[src/rtl/aud_serclk_pkg.sv]
package aud_serclk_pkg;
    typedef enum logic [1:0] {
        SEL_DIV   = 2'd0,
        SEL_MODE  = 2'd1,
        SEL_LEFT  = 2'd2,
        SEL_RIGHT = 2'd3
    } reg_sel_e;

    localparam int MODE_W   = 6;
    localparam int M_MASTER = 0;
    localparam int M_WSEN   = 2;
    localparam int M_RISE   = 3;
    localparam int M_FALL   = 4;
    localparam int M_WORD   = 5;
    localparam logic [MODE_W-1:0] MODE_MASK = 6'b111101;
endpackage

[src/rtl/aud_serclk_div.sv]
module aud_serclk_div #(
    parameter int DIV_W     = 8,
    parameter int WORD_BITS = 32
) (
    input  logic             clk,
    input  logic             rst_n,
    input  logic             run_i,
    input  logic             restart_i,
    input  logic [DIV_W-1:0] div_i,
    output logic             sclk_o,
    output logic             ws_o,
    output logic             shift_o,
    output logic             toggle_o
);
    localparam int BCNT_W = $clog2(WORD_BITS);
    localparam logic [BCNT_W-1:0] BCNT_LAST = BCNT_W'(WORD_BITS - 1);

    typedef struct packed {
        logic [DIV_W-1:0]  pre;
        logic              sclk;
        logic [BCNT_W-1:0] bcnt;
        logic              ws;
    } div_st_t;

    div_st_t st_d, st_q;

    always_comb begin
        st_d     = st_q;
        shift_o  = 1'b0;
        toggle_o = 1'b0;
        if (!run_i || restart_i) begin
            st_d = '0;
        end else if (st_q.pre == div_i) begin
            st_d.pre  = '0;
            st_d.sclk = ~st_q.sclk;
            if (st_q.sclk) begin
                // falling edge of the bit clock: next bit or next word
                if (st_q.bcnt == BCNT_LAST) begin
                    st_d.bcnt = '0;
                    st_d.ws   = ~st_q.ws;
                    toggle_o  = 1'b1;
                end else begin
                    st_d.bcnt = st_q.bcnt + 1'b1;
                    shift_o   = 1'b1;
                end
            end
        end else begin
            st_d.pre = st_q.pre + 1'b1;
        end
    end

    always_ff @(posedge clk or negedge rst_n) begin
        if (!rst_n) st_q <= '0;
        else        st_q <= st_d;
    end

    assign sclk_o = st_q.sclk;
    assign ws_o   = st_q.ws;
endmodule

[src/rtl/aud_serclk_sync.sv]
module aud_serclk_sync #(
    parameter int STAGES = 2
) (
    input  logic clk,
    input  logic rst_n,
    input  logic async_i,
    output logic level_o,
    output logic rise_o,
    output logic fall_o
);
    typedef struct packed {
        logic [STAGES-1:0] chain;
        logic              hist;
    } sync_st_t;

    sync_st_t st_d, st_q;

    always_comb begin
        st_d.chain[0] = async_i;
        for (int i = 1; i < STAGES; i++) begin
            st_d.chain[i] = st_q.chain[i-1];
        end
        st_d.hist = st_q.chain[STAGES-1];
        rise_o    = st_q.chain[STAGES-1] & ~st_q.hist;
        fall_o    = ~st_q.chain[STAGES-1] & st_q.hist;
    end

    always_ff @(posedge clk or negedge rst_n) begin
        if (!rst_n) st_q <= '0;
        else        st_q <= st_d;
    end

    assign level_o = st_q.hist;
endmodule

[src/rtl/aud_serclk_shift.sv]
module aud_serclk_shift #(
    parameter int WORD_BITS = 32
) (
    input  logic                 clk,
    input  logic                 rst_n,
    input  logic                 load_left_i,
    input  logic                 load_right_i,
    input  logic                 shift_i,
    input  logic [WORD_BITS-1:0] left_i,
    input  logic [WORD_BITS-1:0] right_i,
    output logic                 msb_o
);
    logic [WORD_BITS-1:0] sh_d, sh_q;

    always_comb begin
        sh_d = sh_q;
        if (load_left_i)       sh_d = left_i;
        else if (load_right_i) sh_d = right_i;
        else if (shift_i)      sh_d = {sh_q[WORD_BITS-2:0], 1'b0};
    end

    always_ff @(posedge clk or negedge rst_n) begin
        if (!rst_n) sh_q <= '0;
        else        sh_q <= sh_d;
    end

    assign msb_o = sh_q[WORD_BITS-1];
endmodule

[src/rtl/aud_serclk.sv]
module aud_serclk
    import aud_serclk_pkg::*;
#(
    parameter int DIV_W       = 8,
    parameter int WORD_BITS   = 32,
    parameter int SYNC_STAGES = 2,
    parameter int DIV_RESET   = 8
) (
    input  logic                 clk,
    input  logic                 rst_n,
    input  logic                 reg_we,
    input  logic [1:0]           reg_sel,
    input  logic [WORD_BITS-1:0] reg_wdata,
    input  logic                 ext_ws_i,
    output logic                 sclk_o,
    output logic                 ws_o,
    output logic                 sdata_o,
    output logic                 irq_o,
    output logic [1:0]           status_o
);
    typedef struct packed {
        logic [DIV_W-1:0]     div;
        logic [MODE_W-1:0]    mode;
        logic [WORD_BITS-1:0] left;
        logic [WORD_BITS-1:0] right;
        logic                 irq;
    } top_st_t;

    top_st_t st_d, st_q;

    logic div_wr, mode_wr, go_master, master, wsen;
    logic m_sclk, m_ws, m_shift, m_toggle;
    logic s_level, s_rise, s_fall;
    logic ev_rise, ev_fall, load_left, load_right, ws_cur;
    logic [2:0] evt_sel;

    assign master  = st_q.mode[M_MASTER];
    assign wsen    = st_q.mode[M_WSEN];
    assign evt_sel = {st_q.mode[M_WORD], st_q.mode[M_FALL], st_q.mode[M_RISE]};

    aud_serclk_div #(.DIV_W(DIV_W), .WORD_BITS(WORD_BITS)) u_div (
        .clk      (clk),
        .rst_n    (rst_n),
        .run_i    (master),
        .restart_i(div_wr),
        .div_i    (st_q.div),
        .sclk_o   (m_sclk),
        .ws_o     (m_ws),
        .shift_o  (m_shift),
        .toggle_o (m_toggle)
    );

    aud_serclk_sync #(.STAGES(SYNC_STAGES)) u_sync (
        .clk    (clk),
        .rst_n  (rst_n),
        .async_i(ext_ws_i),
        .level_o(s_level),
        .rise_o (s_rise),
        .fall_o (s_fall)
    );

    aud_serclk_shift #(.WORD_BITS(WORD_BITS)) u_shift (
        .clk         (clk),
        .rst_n       (rst_n),
        .load_left_i (load_left),
        .load_right_i(load_right),
        .shift_i     (m_shift & master),
        .left_i      (st_q.left),
        .right_i     (st_q.right),
        .msb_o       (sdata_o)
    );

    always_comb begin
        st_d      = st_q;
        div_wr    = reg_we && (reg_sel == SEL_DIV);
        mode_wr   = reg_we && (reg_sel == SEL_MODE);
        go_master = mode_wr && reg_wdata[M_MASTER] && !master;

        // strobe edges from the active timing source
        ev_rise = master ? (m_toggle & ~m_ws) : s_rise;
        ev_fall = master ? (m_toggle &  m_ws) : s_fall;

        load_left  = ev_fall | div_wr | go_master;
        load_right = ev_rise & ~load_left;

        st_d.irq = (ev_rise & (st_q.mode[M_RISE] | st_q.mode[M_WORD]))
                 | (ev_fall & (st_q.mode[M_FALL] | st_q.mode[M_WORD]));

        if (div_wr)  st_d.div  = reg_wdata[DIV_W-1:0];
        if (mode_wr) st_d.mode = reg_wdata[MODE_W-1:0] & MODE_MASK;
        if (reg_we && reg_sel == SEL_LEFT)  st_d.left  = reg_wdata;
        if (reg_we && reg_sel == SEL_RIGHT) st_d.right = reg_wdata;
    end

    always_ff @(posedge clk or negedge rst_n) begin
        if (!rst_n) begin
            st_q     <= '0;
            st_q.div <= DIV_W'(DIV_RESET);
        end else begin
            st_q <= st_d;
        end
    end

    assign ws_cur   = master ? m_ws : s_level;
    assign sclk_o   = m_sclk;
    assign ws_o     = master & wsen & m_ws;
    assign irq_o    = st_q.irq;
    assign status_o = {~ws_cur, ws_cur};
endmodule

[config.mk]
export PLATFORM = sky130hd
export DESIGN_NAME = aud_serclk
export DESIGN_NICKNAME = d
export VERILOG_FILES = /design/src/rtl/aud_serclk_pkg.sv /design/src/rtl/aud_serclk_div.sv /design/src/rtl/aud_serclk_sync.sv /design/src/rtl/aud_serclk_shift.sv /design/src/rtl/aud_serclk.sv
export SDC_FILE = /design/constraint.sdc
export NUM_CORES = 1
export LEC_CHECK = 0
export BUFFER_PORTS_ARGS = -buffer_cell sky130_fd_sc_hd__buf_2
export CAP_MARGIN = 20
export CORE_UTILIZATION = 64
export DETAILED_ROUTE_END_ITERATION = 8
export PLACE_DENSITY = 0.88
export SLEW_MARGIN = 20
export SYNTH_ARGS = -nofsm -noshare
export SYNTH_HDL_FRONTEND = slang
export SYNTH_HIERARCHICAL = 1
export SYNTH_SLANG_ARGS = --single-unit
export TNS_END_PERCENT = 10
[constraint.sdc]
create_clock -name clk -period 6.9 [get_ports clk]
set_clock_uncertainty 0.2 [all_clocks]
set_input_delay 2.07 -clock clk [delete_from_list [all_inputs] [get_ports clk]]
set_output_delay 2.07 -clock clk [all_outputs]
set_load 0.01 [all_outputs]
==> out/results.md <==
| Item | Reported | Unit |
|---|---|---|
| Initial core utilization | 66.5 | % |
| Leading cell type in the layout, fill and taps excluded | sky130_fd_sc_hd__dfrtp_1 | - |
| Routed wirelength normalized by instance count | 20.0 | um |
| Netlist area before placement | 5860 | um2 |
| Number of instances in the synthesized netlist | 458 | - |
| Cell variety after synth | 46 | - |
| Layer with the highest usage | met2 | - |
| 1st-pass router iterations | 7 | - |
| Flop2flop setup slack | 3330 | ps |
| Post-Syn Nets | 499 | - |
| Failing checks | design-rule violations | - |
| Number of pins with negative max-slew slack in the final report | 0 | - |
| Share of cells above drive strength 1 | 35.8 | % |
| Top FF cell, synth | sky130_fd_sc_hd__dfrtp_1 | - |
| Number of remaining DRC errors | 7 | - |
| Layout overhead on the synthesized area | 14.8 | % |
| CTS tree | built | - |
| Hold buffers post-CTS | 0 | - |
| Remaining global-route overflow | 0 | - |
| Worst Path Class, Setup | in2reg | - |
| Initial antenna violation count | 0 | - |
| All-Layer GR Usage | 28.3 | % |
| Number of buffers created by CTS | 17 | - |
| Global-route wire length before repair | 20800 | um |
| Top-Level Pins | 44 | - |
| Clock buffer depth | 2 | - |
| Drt first-iter violations | 256 | - |
| Biggest fanout along the worst timing path | 64 | - |
| Top achievable clock speed | 0.213 | GHz |
| Die Span Y | 97.7 | um |
| Met2 Use GR | 46.4 | % |
| Worst ir drop on vdd | 0.000199 | V |
| Number of inserted filler cells in the final layout | 522 | - |
| Final critical-path setup slack | 2200 | ps |
| Share of the clock period used by the worst path after layout | 68.1 | % |
| Detailed placement HPWL | 6890 | um |
| Run status | finished with violations | - |
| Setup total negative slack | 0 | ps |
| Full die area | 9540 | um2 |
| Leading cell types in the layout, fill and taps excluded | 127 x sky130_fd_sc_hd__dfrtp_1, 75 x sky130_fd_sc_hd__mux2_2, 42 x sky130_fd_sc_hd__buf_2 | - |
| Startpoint kind of the worst setup timing path | primary input | - |
| Count of final hold-check violations | 0 | - |
| Worst path required time | 7080 | ps |
| Class of the tightest hold or removal check | reg2reg | - |
| Vias in the first global route | 4254 | - |
| Clock period minus worst slack | 4700 | ps |
| Vias per inst | 6.28 | - |
| Chip Width | 97.7 | um |
| Met1 capacity usage during global routing | 35.3 | % |
| Antenna viol nets, final | 0 | - |
| Core Box Area | 8810 | um2 |
| Arrival time of the worst setup path | 4880 | ps |
| Fraction of registers with async set/reset | 100 | % |
| Number of enable flip-flop cells after synthesis | 0 | - |
| Root Buffer | sky130_fd_sc_hd__clkbuf_8 | - |
| GR met3 Demand/Resource | 6.40 | % |
| Via Count | 3888 | - |
| Worst slack at placement | 1840 | ps |
| Placer congestion estimate | 0.853 | - |
| Number of failing setup endpoints in the final timing report | 0 | - |
| Pin count of the biggest net entering global routing | 80 | - |
| Total detailed-routing wirelength | 12400 | um |
| Number of nets in the finished design | 539 | - |
| Number of warning messages in the yosys log | 6 | - |
| Number of maximum-capacitance constraint violations | 0 | - |
| Number of register bits inferred by synthesis | 128 | - |
| Number of buffer cells added on primary ports | 43 | - |
| Kind of end point of the critical path | flip-flop | - |
| Worst Max-Slew Pin Slew | 792 | ps |
| Pleak | 3.02 | nW |
| Pwr/cell area | 346 | nW/um2 |
| Post-cts resize count | 0 | - |
| RSZ-0062 raised after global routing | no | - |
| Placement Rows | 34 | - |
| Number of H-tree branching levels | 4 | - |
| Inst Count DP | 586 | - |
| Register area share after synthesis | 54.7 | % |
| Clock slew seen by the registers of the worst setup and hold paths | 60 | ps |
| Relative max-transition margin | 47.1 | % |
| Post-Synthesis Mean Instance Area | 12.8 | um2 |
| Diodes inserted | 0 | - |
| Clock latency on the worst-skew pair | 520 | ps |
| Finished Layout Cells | 619 | - |
| Layout Utilization | 76.3 | % |
| Setup Fix Bufs, Post-CTS | 0 | - |
| Clk sink count | 128 | - |
[cell usage after synthesis, types with 2 or more instances]
cell type                  instances  area, um2
sky130_fd_sc_hd__dfrtp_1         127       3180
sky130_fd_sc_hd__mux2_2           75        845
sky130_fd_sc_hd__o21ai_1          33        165
sky130_fd_sc_hd__a22oi_1          31        233
sky130_fd_sc_hd__and3b_1          31        272
sky130_fd_sc_hd__a21oi_1          22        110
sky130_fd_sc_hd__a21oi_2          13        114
sky130_fd_sc_hd__nor2_1           12       45.0
sky130_fd_sc_hd__buf_2            10       50.1
sky130_fd_sc_hd__buf_6            10        113
sky130_fd_sc_hd__nand2_1           7       26.3
sky130_fd_sc_hd__and3_1            6       37.5
sky130_fd_sc_hd__nand3_1           6       30.0
sky130_fd_sc_hd__o21ai_0           6       30.0
sky130_fd_sc_hd__clkbuf_1          5       18.8
sky130_fd_sc_hd__xnor2_1           5       43.8
sky130_fd_sc_hd__xor2_1            5       43.8
sky130_fd_sc_hd__inv_1             4       15.0
sky130_fd_sc_hd__nand2b_1          4       25.0
sky130_fd_sc_hd__nand3b_1          4       30.0
sky130_fd_sc_hd__o311ai_0          4       35.0
sky130_fd_sc_hd__xnor2_2           4       65.1
sky130_fd_sc_hd__ha_1              3       37.5
sky130_fd_sc_hd__mux2i_1           3       30.0
sky130_fd_sc_hd__nor2b_1           3       18.8
sky130_fd_sc_hd__clkbuf_2          2       10.0
sky130_fd_sc_hd__mux2_1            2       22.5
sky130_fd_sc_hd__nor3_1            2       10.0
sky130_fd_sc_hd__o21a_1            2       15.0
[area by class of cell]
type,instances,area (um2),share of cell area [%]
clock buffers,22,463,6.89
clock inverters,10,181,2.70
inverters,4,15.0,0.223
multi-input cells,297,2430,36.2
flip-flops and latches,128,3200,47.7
well taps,108,135,2.01
repair buffers,50,290,4.32
[final timing paths]
kind	startpoint	to	cells after the start
hold / removal	u_sync/st_d[2]	u_sync/st_d[0]	0
hold reg to reg	u_sync/st_d[2]	u_sync/st_d[0]	0
setup reg to reg	st_q[74]	u_shift/sh_q[11]	10
min in group asynchronous	rst_n	st_q[46]	1
setup / recovery	reg_sel[1]	u_shift/sh_q[11]	11
max in group asynchronous	rst_n	u_shift/sh_q[3]	3
[routing by layer]
layer	wire length (um)	vias to the layer above
met5	0	-
met1	5140	1975
met3	608	17
met4	175	0
met2	6440	134
li1	-	1762
[kinds of logic (layout without fill, tap and decap cells)]
| family | after synthesis | in the layout | synth area share (%) |
|---|---|---|---|
| multiplexers | 80 | 80 | 15.3 |
| buffers and inverters | 33 | 86 | 3.91 |
| AO/OA/AOI/OAI | 116 | 116 | 12.7 |
| AND/OR/NAND/NOR | 84 | 84 | 10.1 |
| XOR/XNOR | 14 | 14 | 2.61 |
| flip-flops | 128 | 128 | 54.7 |
| adder cells (fa/ha/maj) | 3 | 3 | 0.641 |
[registers in the layout (all words and copies together), names as in the netlist, 2 cells and up]
signal and count:
u_shift/sh_q 32, u_div/st_q 13, u_sync/st_d 2, evt_sel 3, st_q 73
[power breakdown]
part / internal, mW / switching, mW / total (mW)
sequential: 0.911 / 0.108 / 1.02
clock: 0.651 / 0.322 / 0.973
combinational: 0.162 / 0.171 / 0.332
total: 1.72 / 0.601 / 2.32
[stage by stage]
stage          hold slack [ps]  total power, mW  area [um2]
6_report                   154             2.32        6720
5_1_grt                    167             2.42        6720
3_3_place_gp               135             1.31        6050
3_5_place_dp               142             1.34        6050
2_1_floorplan              131             1.25        5860
4_1_cts                    158             2.33        6690
[worst max-delay path, stage by stage]
cell and delay [ps]:
sky130_fd_sc_hd__buf_2 110, sky130_fd_sc_hd__nand2b_1 150, sky130_fd_sc_hd__nor2_2 120, sky130_fd_sc_hd__nor2b_1 640, sky130_fd_sc_hd__and3_1 350, sky130_fd_sc_hd__a32oi_1 170
sky130_fd_sc_hd__nor2_4 170, sky130_fd_sc_hd__buf_4 530, sky130_fd_sc_hd__and3b_1 260, sky130_fd_sc_hd__a21oi_1 150, sky130_fd_sc_hd__o21ai_1 90
Power figures use the tool's default switching activity.
